<file path="src/rtl/prbs_pkg.sv">
// Package: shared mode type and tap selection for the PRBS generator.
// Assumes: only the two listed modes exist; every helper is a pure function.
package prbs_pkg;

    typedef enum logic [0:0] {
        PRBS7  = 1'b0,
        PRBS31 = 1'b1
    } prbs_mode_e;

    // Register length for a mode.
    function automatic int unsigned width_of(prbs_mode_e mode);
        return (mode == PRBS31) ? 31 : 7;
    endfunction

    // First feedback tap (1-based stage number): always the last stage.
    function automatic int unsigned tap_a_of(prbs_mode_e mode);
        return width_of(mode);
    endfunction

    // Second feedback tap (1-based stage number).
    function automatic int unsigned tap_b_of(prbs_mode_e mode);
        return (mode == PRBS31) ? 28 : 6;
    endfunction

endpackage

</file>
<file path="src/rtl/prbs_shifter.sv">
// Module: next-state logic. It shifts the word toward the MSB and inserts the
// XNOR of two tap stages at the LSB.
// Assumes: 1 <= TAP_B < TAP_A <= W; taps are 1-based stage numbers.
module prbs_shifter #(
    parameter int unsigned W     = 7,
    parameter int unsigned TAP_A = 7,
    parameter int unsigned TAP_B = 6
) (
    input  logic [W-1:0] cur_i,
    output logic [W-1:0] nxt_o
);

    logic fb;

    // Feedback bit: XNOR of the two tap stages.
    always_comb fb = ~(cur_i[TAP_A-1] ^ cur_i[TAP_B-1]);

    // Shift one place toward the MSB and append the feedback bit.
    always_comb nxt_o = {cur_i[W-2:0], fb};

endmodule

</file>
<file path="src/rtl/prbs_lock_detect.sv">
// Module: flags the single stuck word (all ones) of an XNOR-feedback register.
// Assumes: combinational use; the flag follows the state within the same cycle.
module prbs_lock_detect #(
    parameter int unsigned W = 7
) (
    input  logic [W-1:0] cur_i,
    output logic         stuck_o
);

    // Stuck exactly when every stage holds a one.
    always_comb stuck_o = &cur_i;

endmodule

</file>
<file path="src/rtl/prbs_state_reg.sv">
// Module: the state register. It covers reset to zero, seed load (highest
// priority after reset), advance, and an optional escape from the stuck word.
// Assumes: synchronous active-low reset; nxt_i and stuck_i are derived from
// the current state.
module prbs_state_reg #(
    parameter int unsigned W       = 7,
    parameter bit          RECOVER = 1'b0
) (
    input  logic         clk_i,
    input  logic         rst_ni,
    input  logic         adv_i,
    input  logic         load_i,
    input  logic [W-1:0] seed_i,
    input  logic [W-1:0] nxt_i,
    input  logic         stuck_i,
    output logic [W-1:0] state_o
);

    logic [W-1:0] state_q;
    logic [W-1:0] adv_val;

    // Advance target: the shifted word, or zero when escaping lock-up.
    generate
        if (RECOVER) begin : g_recover
            always_comb adv_val = stuck_i ? '0 : nxt_i;
        end else begin : g_plain
            always_comb adv_val = nxt_i;
        end
    endgenerate

    // State update: reset, then load, then advance, else hold.
    always_ff @(posedge clk_i) begin
        if (!rst_ni)     state_q <= '0;
        else if (load_i) state_q <= seed_i;
        else if (adv_i)  state_q <= adv_val;
    end

    assign state_o = state_q;

    AST_RESET_ZERO: assert property (@(posedge clk_i)
        !rst_ni |=> state_q == '0);
    AST_LOAD_WINS: assert property (@(posedge clk_i) disable iff (!rst_ni)
        load_i |=> state_q == $past(seed_i));
    AST_IDLE_HOLD: assert property (@(posedge clk_i) disable iff (!rst_ni)
        (!load_i && !adv_i) |=> $stable(state_q));
    AST_SHIFT_LEFT: assert property (@(posedge clk_i) disable iff (!rst_ni)
        (adv_i && !load_i && !(RECOVER && stuck_i))
            |=> state_q[W-1:1] == $past(state_q[W-2:0]));

    generate
        if (RECOVER) begin : g_ast_rec
            AST_ESCAPE_ZERO: assert property (@(posedge clk_i) disable iff (!rst_ni)
                (adv_i && !load_i && stuck_i) |=> state_q == '0);
        end else begin : g_ast_stuck
            AST_STAY_STUCK: assert property (@(posedge clk_i) disable iff (!rst_ni)
                (stuck_i && !load_i) |=> stuck_i);
        end
    endgenerate

endmodule

</file>
<file path="src/rtl/prbs_gen.sv">
// Module: top of the XNOR-feedback PRBS generator. MODE picks the 7- or
// 31-stage register. RECOVER enables a return to zero from the stuck word.
// Assumes: single clock domain; inputs are synchronous to clk_i.
module prbs_gen #(
    parameter prbs_pkg::prbs_mode_e MODE    = prbs_pkg::PRBS7,
    parameter bit                   RECOVER = 1'b0,
    localparam int unsigned         W       = prbs_pkg::width_of(MODE)
) (
    input  logic         clk_i,
    input  logic         rst_ni,
    input  logic         adv_i,
    input  logic         load_i,
    input  logic [W-1:0] seed_i,
    output logic [W-1:0] state_o,
    output logic         serial_o,
    output logic         lockup_o
);

    localparam int unsigned TAP_A = prbs_pkg::tap_a_of(MODE);
    localparam int unsigned TAP_B = prbs_pkg::tap_b_of(MODE);

    logic [W-1:0] cur;
    logic [W-1:0] nxt;
    logic         stuck;

    prbs_shifter #(.W(W), .TAP_A(TAP_A), .TAP_B(TAP_B)) i_shifter (
        .cur_i (cur),
        .nxt_o (nxt)
    );

    prbs_lock_detect #(.W(W)) i_lock (
        .cur_i   (cur),
        .stuck_o (stuck)
    );

    prbs_state_reg #(.W(W), .RECOVER(RECOVER)) i_state (
        .clk_i   (clk_i),
        .rst_ni  (rst_ni),
        .adv_i   (adv_i),
        .load_i  (load_i),
        .seed_i  (seed_i),
        .nxt_i   (nxt),
        .stuck_i (stuck),
        .state_o (cur)
    );

    // Outputs: parallel word, MSB as serial bit, lock-up flag.
    always_comb begin
        state_o  = cur;
        serial_o = cur[W-1];
        lockup_o = stuck;
    end

    AST_LOCK_MSB: assert property (@(posedge clk_i) disable iff (!rst_ni)
        lockup_o |-> serial_o);

endmodule

</file>
<file path="config.mk">
export PLATFORM = sky130hd
export DESIGN_NAME = prbs_gen
export DESIGN_NICKNAME = d
export VERILOG_FILES = /design/src/rtl/prbs_pkg.sv /design/src/rtl/prbs_shifter.sv /design/src/rtl/prbs_lock_detect.sv /design/src/rtl/prbs_state_reg.sv /design/src/rtl/prbs_gen.sv
export SDC_FILE = /design/constraint.sdc
export NUM_CORES = 1
export LEC_CHECK = 0
export BUFFER_PORTS_ARGS = -buffer_cell sky130_fd_sc_hd__buf_2
export CORE_UTILIZATION = 25
export CTS_CLUSTER_SIZE = 16
export DETAILED_ROUTE_END_ITERATION = 10
export PLACE_DENSITY = 0.58
export SYNTH_ARGS = -nofsm -noshare
export SYNTH_HDL_FRONTEND = slang
export SYNTH_SLANG_ARGS = --single-unit
</file>
<file path="constraint.sdc">
create_clock -name clk_i -period 1.6 [get_ports clk_i]
set_input_delay 0.16 -clock clk_i [delete_from_list [all_inputs] [get_ports clk_i]]
set_output_delay 0.16 -clock clk_i [all_outputs]
set_load 0.05 [all_outputs]
</file>
==> metrics.md <==
| Metric | Value |
|---|---|
| Result of the run | `complete, no violations` |
| Type of the worst setup path | `reg2out` |
| Wire length of the first global-routing pass | `1060 um` |
| Total power density per cell area | `1080 nW/um2` |
| Top post-synthesis cells by area | `dfxtp_1 41%, mux2i_1 21%, a21oi_1 10%, o21ai_0 10%, buf_6 6.7%` |
| Via count | `324` |
| Compound-cell area share of the yosys netlist | `20.7%` |
| LEAKAGE | `0.000221 uW` |
| Gate Count Post-Synth | `36` |
| Via count of the first global-routing pass | `255` |
| Critical Path End Type | `output port` |
| Number of placement rows | `12` |
| Proportion of layout cells with a drive suffix above 1 | `42.9%` |
| Worst clock skew on the final layout | `4.20 ps` |
| Clock sink count | `7` |
| Critical path data arrival time | `1160 ps` |
| Final Wtd Congestion | `0.633` |
| Worst Path Required | `1440 ps` |
| Initial antenna violation count | `0` |
| Mux share of post-synthesis cell area | `20.7%` |
| Clock-pin slew reported for the worst setup and hold paths after clock tree synthesis | `50 ps` |
| Worst-Margin Slew | `249 ps` |
| Pre-Repair DR Iteration Count | `4` |
| Final number of setup-violating endpoints | `0` |
| Starting Density | `28.5%` |
| Iter 0 DRT Violations | `13` |
| H-tree Lvls | `1` |
| Fmax | `756 MHz` |
| Number of buffer cells added on primary ports | `19` |
| Mean instance size in the synthesized netlist | `9.38 um2` |
| Number of buffers inserted during clock tree synthesis | `3` |
| Parity-gate share of the synthesized area counting xor and xnor cells | `2.59%` |
| Max IR drop VDD | `373 uV` |
| Netlist cell types | `11` |
| CTS tree | `yes` |
| Flip-flop count of the largest register, all copies and words added | `7` |
| Max Fanout on Critical Path | `5` |
| # placed instances | `66` |
| Layout Nets | `68` |
| Count of nets left with antenna violations after detail routing | `0` |
| Number of primary I/O pins | `20` |
| DIE HEIGHT | `38.8 um` |
| Prevailing post-synth register cell | `dfxtp_1` |
| Wire length after detailed routing | `749 um` |
| Total congestion overflow after global routing | `0` |
| Summed instance area of the synthesized netlist | `338 um2` |
| Final Cycle Share | `82.6%` |
| Flop and latch count out of synthesis | `7` |
| Width of the die | `38.8 um` |
| # hold bufs at CTS | `0` |
| Post-synthesis net count | `47` |
| Per-cell routed wire length | `10.7 um` |
| Post-CTS setup buffers | `0` |
| Area of the core | `1190 um2` |
| Layout Area Growth over Synthesis | `33.0%` |
| Asr flop ratio synth | `0%` |
| Sequential-to-total area share from yosys stat | `41.5%` |
| Largest family of logic cells by synthesized area | `compound AO/OA/AOI/OAI gates` |
| Later-pin clock latency in the skew report | `250 ps` |
| Max Cap Viol | `0` |
| Unrepaired setup endpoints after global routing | `no` |
| Launching element type of the critical path | `register` |
| Total Negative Setup Slacks | `0 ps` |
| # diodes | `0` |
| Clock Path Buffers | `2` |
| Number of hold-slack violations in the final timing report | `0` |
| Slew Limit Headroom | `83.5%` |
| Fraction of the mapped netlist area in adder cells | `0%` |
| Pin count of the biggest net entering global routing | `15` |
| Type of the most critical hold path | `in2reg` |
| Die area | `1500 um2` |
| Commonest cells in the netlist | `7 x a21oi_1, 7 x dfxtp_1, 7 x mux2i_1, 7 x o21ai_0, 2 x buf_6` |
| Area share of and/or/nand/nor cells after synthesis | `4.44%` |
| Cell taking the most area after synthesis | `dfxtp_1` |
| Count of unresolved DRC violations after routing | `0` |
| Number of pins with negative max-slew slack in the final report | `0` |
| Top cell type's share of synthesized area | `41.5%` |
| Count of flip-flops with a built-in enable after synthesis | `0` |
| Root buffer selected by CTS | `clkbuf_4` |
| Yosys warnings | `0` |
| Total global routing track utilization | `11.2%` |
| Count of non-filler cells in the finished layout | `70` |
| Gates resized, CTS repair | `0` |
| Time the final worst path needs with I/O delays and setup | `1320 ps` |
| Vias per cell | `4.63` |
[metrics by stage]
stage | worst slack (ps) | total power, uW | hold WS (ps) | util, % | area (um2)
after floorplan | 117 | 298 | 298 | - | 340
after global placement | 592 | 324 | 425 | 35.7 | 423
after detailed placement | 563 | 326 | 431 | 35.7 | 423
after CTS | 280 | 492 | 167 | 37.9 | 449
after global routing | 237 | 510 | 166 | 37.9 | 449
final | 278 | 483 | 172 | 37.9 | 449
[path summary, 6_finish.rpt]
| path | cells after the start | endpoint | from | slack (ps) |
|---|---|---|---|---|
| max | 3 | lockup_o | i_state.state_o[5]$_SDFFE_PN0P_ | 280 |
| min reg2reg | 2 | i_state.state_o[0]$_SDFFE_PN0P_ | i_state.state_o[0]$_SDFFE_PN0P_ | 580 |
| min | 3 | i_state.state_o[2]$_SDFFE_PN0P_ | seed_i[2] | 170 |
| max reg2reg | 3 | i_state.state_o[0]$_SDFFE_PN0P_ | i_state.state_o[5]$_SDFFE_PN0P_ | 750 |
[critical path, cell delays in order (launching register included)]
cell	delay [ps]
dfxtp_1	420
nand4_1	130
nor2_2	100
buf_2	260
[cells in the final DEF (no fill, tap or decap)]
master | synthesis | routed
buf_2 | 0 | 19
clkbuf_1 | 0 | 1
mux2i_1 | 7 | 7
nand4_1 | 1 | 1
o21ai_0 | 7 | 7
nor2_2 | 0 | 1
clkbuf_4 | 0 | 3
xnor2_1 | 1 | 1
inv_2 | 1 | 1
a21oi_1 | 7 | 7
nand3_1 | 1 | 1
dfxtp_1 | 7 | 7
[per-layer routing]
| metal | up-vias | wire length [um] | global-route usage (%) |
|---|---|---|---|
| li1 | 168 | - | - |
| met1 | 142 | 358 | 12.2 |
| met2 | 14 | 343 | 17.1 |
| met3 | 0 | 47 | 6.94 |
| met4 | 0 | 0 | 5.17 |
| met5 | - | 0 | 0 |
[kinds of logic (layout without fill, tap and decap cells)]
group                  Yosys count  count (layout)
AND/OR/NAND/NOR                  3               3
buffers and inverters            4              24
XOR/XNOR                         1               1
flip-flops                       7               7
AO/OA/AOI/OAI                   14              14
multiplexers                     7               7
[final cells by class]
class / instances / area (um2)
multi-input cells: 25 / 166
repair buffers: 19 / 95.1
flip-flops and latches: 7 / 140
clock buffers: 4 / 26.3
fillers: 133 / 737
well taps: 14 / 17.5
inverters: 1 / 3.75
[power breakdown]
group | leakage, uW | internal [uW] | switching (uW)
clock | 0.0000150 | 95.2 | 66.1
combinational | 0.000147 | 36.2 | 81.8
sequential | 0.0000583 | 188 | 15.3
total | 0.000221 | 320 | 163
(Power assumes the default switching activity.)
